**src/rtl/spi_div_pkg.sv**
```systemverilog
package spi_div_pkg;
  // Default field geometry of the setup word
  localparam int unsigned SPD_FIELD_W = 6;
  localparam int unsigned SPD_PRE_W   = 13;

  typedef enum logic {
    SCLK_LOW  = 1'b0,
    SCLK_HIGH = 1'b1
  } sclk_lvl_e;
endpackage

```
**src/rtl/spi_div_cfg.sv**
```systemverilog
// Holds the setup word while a transfer runs and decodes its fields.
module spi_div_cfg #(
  parameter int unsigned FIELD_W = spi_div_pkg::SPD_FIELD_W,
  parameter int unsigned PRE_W   = spi_div_pkg::SPD_PRE_W,
  localparam int unsigned CFG_W  = 3 * FIELD_W + PRE_W + 1
) (
  input  logic               clk,
  input  logic               rst_n,
  input  logic               run,
  input  logic [CFG_W-1:0]   cfg_word,
  output logic [PRE_W-1:0]   pre_lim,
  output logic [FIELD_W-1:0] n_lim,
  output logic [FIELD_W-1:0] hi_pt,
  output logic [FIELD_W-1:0] lo_pt
);
  localparam int unsigned LO_OFS  = 0;
  localparam int unsigned HI_OFS  = FIELD_W;
  localparam int unsigned N_OFS   = 2 * FIELD_W;
  localparam int unsigned PRE_OFS = 3 * FIELD_W;
  localparam int unsigned BYP_BIT = CFG_W - 1;

  logic [CFG_W-1:0] cfg_q;
  logic [CFG_W-1:0] cfg_d;
  logic             load_en;

  assign load_en = ~run;

  always_comb begin
    cfg_d = cfg_q;
    if (load_en) cfg_d = cfg_word;
  end

  always_ff @(posedge clk or negedge rst_n) begin
    if (!rst_n) cfg_q <= '0;
    else        cfg_q <= cfg_d;
  end

  always_comb begin
    if (cfg_q[BYP_BIT]) begin
      pre_lim = '0;
      n_lim   = FIELD_W'(1);
      hi_pt   = '0;
      lo_pt   = FIELD_W'(1);
    end else begin
      pre_lim = cfg_q[PRE_OFS +: PRE_W];
      n_lim   = cfg_q[N_OFS   +: FIELD_W];
      hi_pt   = cfg_q[HI_OFS  +: FIELD_W];
      lo_pt   = cfg_q[LO_OFS  +: FIELD_W];
    end
  end
endmodule

```
**src/rtl/spi_div_prescale.sv**
```systemverilog
// First stage: counts system cycles up to the prescaler limit.
module spi_div_prescale #(
  parameter int unsigned PRE_W = spi_div_pkg::SPD_PRE_W
) (
  input  logic             clk,
  input  logic             rst_n,
  input  logic             run,
  input  logic [PRE_W-1:0] pre_lim,
  output logic             tick_now
);
  logic [PRE_W-1:0] pc_q;
  logic [PRE_W-1:0] pc_d;

  assign tick_now = run & (pc_q == pre_lim);

  always_comb begin
    pc_d = pc_q;
    if (!run)          pc_d = '0;
    else if (tick_now) pc_d = '0;
    else               pc_d = pc_q + 1'b1;
  end

  always_ff @(posedge clk or negedge rst_n) begin
    if (!rst_n) pc_q <= '0;
    else        pc_q <= pc_d;
  end
endmodule

```
**src/rtl/spi_div_phase.sv**
```systemverilog
// Second stage: tick position counter and serial clock level with edge markers.
module spi_div_phase #(
  parameter int unsigned FIELD_W = spi_div_pkg::SPD_FIELD_W
) (
  input  logic               clk,
  input  logic               rst_n,
  input  logic               run,
  input  logic               tick_now,
  input  logic [FIELD_W-1:0] n_lim,
  input  logic [FIELD_W-1:0] hi_pt,
  input  logic [FIELD_W-1:0] lo_pt,
  output logic               sclk,
  output logic               rise_pulse,
  output logic               fall_pulse,
  output logic               tick
);
  import spi_div_pkg::*;

  logic [FIELD_W-1:0] ic_q, ic_d;
  sclk_lvl_e          lvl_q, lvl_d;
  logic               rise_q, rise_d;
  logic               fall_q, fall_d;
  logic               tick_q, tick_d;
  logic               hit_hi, hit_lo;

  assign hit_hi = (ic_q == hi_pt);
  assign hit_lo = (ic_q == lo_pt);

  always_comb begin
    ic_d  = ic_q;
    lvl_d = lvl_q;
    if (!run) begin
      ic_d  = '0;
      lvl_d = SCLK_LOW;
    end else if (tick_now) begin
      ic_d = (ic_q == n_lim) ? '0 : ic_q + 1'b1;
      if (hit_lo)      lvl_d = SCLK_LOW;
      else if (hit_hi) lvl_d = SCLK_HIGH;
    end
    rise_d = run & (lvl_d == SCLK_HIGH) & (lvl_q == SCLK_LOW);
    fall_d = run & (lvl_d == SCLK_LOW)  & (lvl_q == SCLK_HIGH);
    tick_d = tick_now;
  end

  always_ff @(posedge clk or negedge rst_n) begin
    if (!rst_n) begin
      ic_q   <= '0;
      lvl_q  <= SCLK_LOW;
      rise_q <= 1'b0;
      fall_q <= 1'b0;
      tick_q <= 1'b0;
    end else begin
      ic_q   <= ic_d;
      lvl_q  <= lvl_d;
      rise_q <= rise_d;
      fall_q <= fall_d;
      tick_q <= tick_d;
    end
  end

  assign sclk       = (lvl_q == SCLK_HIGH);
  assign rise_pulse = rise_q;
  assign fall_pulse = fall_q;
  assign tick       = tick_q;
endmodule

```
**src/rtl/spi_sclk_divider.sv**
```systemverilog
module spi_sclk_divider #(
  parameter int unsigned FIELD_W = spi_div_pkg::SPD_FIELD_W,
  parameter int unsigned PRE_W   = spi_div_pkg::SPD_PRE_W,
  localparam int unsigned CFG_W  = 3 * FIELD_W + PRE_W + 1
) (
  input  logic             clk,
  input  logic             rst_n,
  input  logic [CFG_W-1:0] cfg_word,
  input  logic             run,
  output logic             sclk,
  output logic             rise_pulse,
  output logic             fall_pulse,
  output logic             tick
);
  logic [PRE_W-1:0]   pre_lim;
  logic [FIELD_W-1:0] n_lim, hi_pt, lo_pt;
  logic               tick_now;

  spi_div_cfg #(.FIELD_W(FIELD_W), .PRE_W(PRE_W)) u_cfg (
    .clk(clk), .rst_n(rst_n), .run(run), .cfg_word(cfg_word),
    .pre_lim(pre_lim), .n_lim(n_lim), .hi_pt(hi_pt), .lo_pt(lo_pt)
  );

  spi_div_prescale #(.PRE_W(PRE_W)) u_pre (
    .clk(clk), .rst_n(rst_n), .run(run), .pre_lim(pre_lim), .tick_now(tick_now)
  );

  spi_div_phase #(.FIELD_W(FIELD_W)) u_phase (
    .clk(clk), .rst_n(rst_n), .run(run), .tick_now(tick_now),
    .n_lim(n_lim), .hi_pt(hi_pt), .lo_pt(lo_pt),
    .sclk(sclk), .rise_pulse(rise_pulse), .fall_pulse(fall_pulse), .tick(tick)
  );
endmodule

```
**config.mk**
```make
export PLATFORM = sky130hd
export DESIGN_NAME = spi_sclk_divider
export DESIGN_NICKNAME = d
export VERILOG_FILES = /design/src/rtl/spi_div_pkg.sv /design/src/rtl/spi_div_cfg.sv /design/src/rtl/spi_div_prescale.sv /design/src/rtl/spi_div_phase.sv /design/src/rtl/spi_sclk_divider.sv
export SDC_FILE = /design/constraint.sdc
export NUM_CORES = 1
export LEC_CHECK = 0
export ABC_AREA = 1
export BUFFER_PORTS_ARGS = -buffer_cell sky130_fd_sc_hd__buf_2
export CAP_MARGIN = 20
export CORE_UTILIZATION = 58
export CTS_CLUSTER_SIZE = 24
export DETAILED_ROUTE_END_ITERATION = 8
export PLACE_DENSITY = 0.79
export SLEW_MARGIN = 40
export SYNTH_ARGS = -nofsm -noshare
export SYNTH_HDL_FRONTEND = slang
export SYNTH_HIERARCHICAL = 1
export SYNTH_SLANG_ARGS = --single-unit
```
**constraint.sdc**
```tcl
create_clock -name clk -period 2.44 [get_ports clk]
set_input_delay 0.488 -clock clk [delete_from_list [all_inputs] [get_ports clk]]
set_output_delay 0.488 -clock clk [all_outputs]
set_load 0.01 [all_outputs]
```
==> implementation parameters <==
Parameter                              Value

Flow run
  MaxCap Viol Count ... 0

Timing
  Crit path time final ... slightly above 2000 ps
  Worst-Margin Slew ... 697 ps
  Worst clock skew ... around 11 ps
  Final setup viols ... 0
  Aggregate negative setup slack ... 0 ps
  Worst slew margin ... approximately 54%
  Post-route fraction of the period consumed by the critical path ... 84.5%
  Hold Fails Final Rpt ... 0
  Max frequency ... 485 MHz
  Final max-slew violation count ... 0
  RSZ-0062 raised after global routing ... false

Floorplan
  Core outline area ... about 0.0055 sq mm
  Die height ... 77.3 um
  Overall die width ... between 70 and 80 um
  Area of the die ... ~0.0060 sq mm
  Number of I/O pins ... 39
  Standard-cell rows ... 27
  Starting density of the core ... between 60% and 70%

CTS
  Buffer count from post-CTS setup fixing ... 0
  Hold buffer count at CTS ... 0
  Number of CTS-inserted buffers ... 5
  Number of H-tree levels ... 2
  Max Root-Sink Buffers ... 2
  CTS clock-pin slew for the worst setup and hold paths ... about 90 ps
  Worst-Skew Late Latency ... ~300 ps
  Number of clock sinks ... 55
  Clock root cell ... clkbuf_8
  Clock tree from TritonCTS ... built
  Post-cts resize count ... 0

Routing
  Remaining number of nets flagged by the antenna check after routing ... 0
  Number of vias per cell after detailed routing ... 4.77
  Final WL ... around 6400 um
  First-pass DRT Iterations ... 4
  First-iteration detailed-routing DRC count ... 120
  Via count ... 2798
  DRC violations left ... 0
  Per-cell routed wire length ... around 11 um

Critical path
  Peak per-stage delay on the critical path ... 520 ps
  Most common cell on crit path ... nand2_1
  Worst EP required ... approximately 2600 ps
  Startpoint types ... flop
  Start-to-end type of the worst setup path ... reg2reg
  Bufs and invs on worst path ... 3
  Crit-path max FO ... 14
  Kind of cell adding the most delay to the critical path ... simple AND/OR/NAND/NOR gates
  CP Cell Sequence ... nor2_1 > inv_1 > nand2_1 > nand2_1 > nor2_1 > nand2_1 > nor2_1 > nand2_1 > inv_2 > inv_2 > a21oi_1 > nand2_1 > nor2_1 > nand2_2 > nand2_1 > nor2_2
  Slowest cell on the critical path ... dfrtp_1
  Arrival time of data at the critical path endpoint ... roughly 2300 ps
  CP endpoint kind ... flop

Synthesis
  Avg Inst Size Synth ... about 6.8 sq um
  Count of mapped cells out of synthesis ... roughly 480
  Synth Register Bits ... 55
  Combined area of all synthesized cells ... 0.00329 sq mm
  Ys async rst share ... between 90% and 100%
  Cell type with the largest total area after synthesis ... dfrtp_1
  Most numerous cell in the Yosys netlist ... nand2_1
  Synthesized net count ... about 520
  Share of synthesized area occupied by flip-flops and latches ... a little over two fifths
  Post-synth cell types ... 26
  Main area contributors after synthesis ... dfrtp_1 42%, nand2_1 22%, inv_1 8.8%, nor2_1 7.0%, xor2_1 3.2%
  Number of synthesized flops with an enable pin ... 0
  Most frequent cells after synthesis ... 197 x nand2_1, 77 x inv_1, 61 x nor2_1, 55 x dfrtp_1, 14 x nand2_2
  Synth Warn # ... 6
  Synth Flop Type ... dfrtp_1
  Post-synth top area share ... 41.8%

Placement
  Port bufs ... 38
  Placed instance area ... between 0.003 and 0.004 sq mm
  Final weighted congestion in routability-driven placement ... between 0.9 and 1
  Estimated wirelength of the detail-placed design ... roughly 4800 um

Pwr
  Maximum ir drop on the vdd rail ... just over 300 uV
  Leak ... ~2.0 nW
  Total power ... 1.78 mW
  Pwr per Cell Area ... 504 mW/mm^2

Layout
  N_diodes ... 0
  Area Growth Syn to Fin ... 7.30%
  Fraction of layout instances using a drive strength above 1 ... 16.3%
  Net count of the finished layout ... about 550
  Total non-filler cell area in the finished layout ... ~0.0035 sq mm

Outcome
  Status ... completed

Global routing
  Number of antenna violations at the first check in global routing ... 0
  Maximum number of pins on one net before global-route repair ... 44
  Total track usage ... 24.2%
  First-pass GRT wire length ... 11400 um
  Final global-route overflow total ... 0
  Number of global-route vias before repair ... 2719

Worst hold path
  HP Class ... in2async
==> logic make-up after synthesis <==
logic type | Yosys count | share of synthesized area, %
simple gates | 305 | 38.4
xor+xnor | 13 | 3.46
fa+ha+maj | 2 | 0.760
compound gates | 4 | 0.608
flops | 55 | 41.8
buf+inv | 103 | 14.9
==> cells in the final DEF (no fill, tap or decap), types with 8 or more instances in the layout <==
master   netlist  final
nand3_1        8      8
dfrtp_1       55     55
nand4_1        9      9
nand2_1      197    197
nor2_1        61     61
inv_1         77     76
inv_2          8      9
nand2_2       14     14
buf_2          4     38
xor2_1        12     12
==> final timing paths <==
kind | start | end | cells past startpoint | slack [ps]
max | u_cfg/cfg_q[31]$_DFFE_PN0N_ | u_phase/sclk$_DFF_PN0_ | 16 | 380
min | rst_n | u_cfg/cfg_q[4]$_DFFE_PN0N_ | 1 | 230
max reg2reg | u_cfg/cfg_q[31]$_DFFE_PN0N_ | u_phase/sclk$_DFF_PN0_ | 16 | 380
min reg2reg | u_cfg/cfg_q[8]$_DFFE_PN0N_ | u_cfg/cfg_q[8]$_DFFE_PN0N_ | 2 | 480
max in group asynchronous | rst_n | u_pre/pc_q[8]$_DFF_PN0_ | 2 | 1460
min in group clk | cfg_word[7] | u_cfg/cfg_q[7]$_DFFE_PN0N_ | 3 | 380
==> worst reg2reg max path: stages, from the launching register on <==
cell	delay, ps
dfrtp_1	520
nor2_1	210
inv_1	60
nand2_1	50
nand2_1	50
nor2_1	110
nand2_1	70
nor2_1	100
nand2_1	90
inv_2	150
inv_2	50
a21oi_1	110
nand2_1	70
nor2_1	110
nand2_2	90
nand2_1	80
nor2_2	40
==> registers in the layout, indices dropped and copies added, names as in the netlist <==
register,flops
u_phase/sclk,1
u_phase/fall_pulse,1
u_phase/rise_pulse,1
u_phase/tick,1
u_pre/pc_q,13
u_cfg/cfg_q,32
u_phase/ic_q,6
==> final cells by class <==
type                    instances  area [sq um]
clock inverters                 1          5.00
multi-input cells             324          1420
inverters                      87           334
flip-flops and latches         55          1380
well taps                      72          90.1
fillers                       531          1940
clock buffers                   6          82.6
repair buffers                 42           220
==> report_power, final <==
| group | internal [mW] | switching (mW) | total, mW |
|---|---|---|---|
| Clock | 0.223 | 0.266 | 0.490 |
| Combinational | 0.109 | 0.184 | 0.293 |
| Sequential | 0.963 | 0.0357 | 0.999 |
| Total | 1.29 | 0.486 | 1.78 |
==> metrics by stage <==
stage | std cells | setup WS, ps | utilization, % | hold WS (ps)
final | 587 | 378 | 64.5 | 226
after detailed placement | 580 | 318 | 62.9 | 459
after CTS | 587 | 302 | 64.5 | 240
after global placement | 580 | 383 | 62.9 | 453
after floorplan | 482 | 540 | - | 192
after global routing | 587 | 65.6 | 64.5 | 257
==> per-layer routing <==
metal / wire length, um / global-route usage (%) / share of wire [%]
met5: 0 / 0 / 0
met4: 125 / 10.2 / 1.9
met3: 202 / 4.05 / 3.1
met2: 3490 / 46.4 / 54
met1: 2630 / 25.7 / 41
Note: power is estimated with default switching activity, not from simulation.
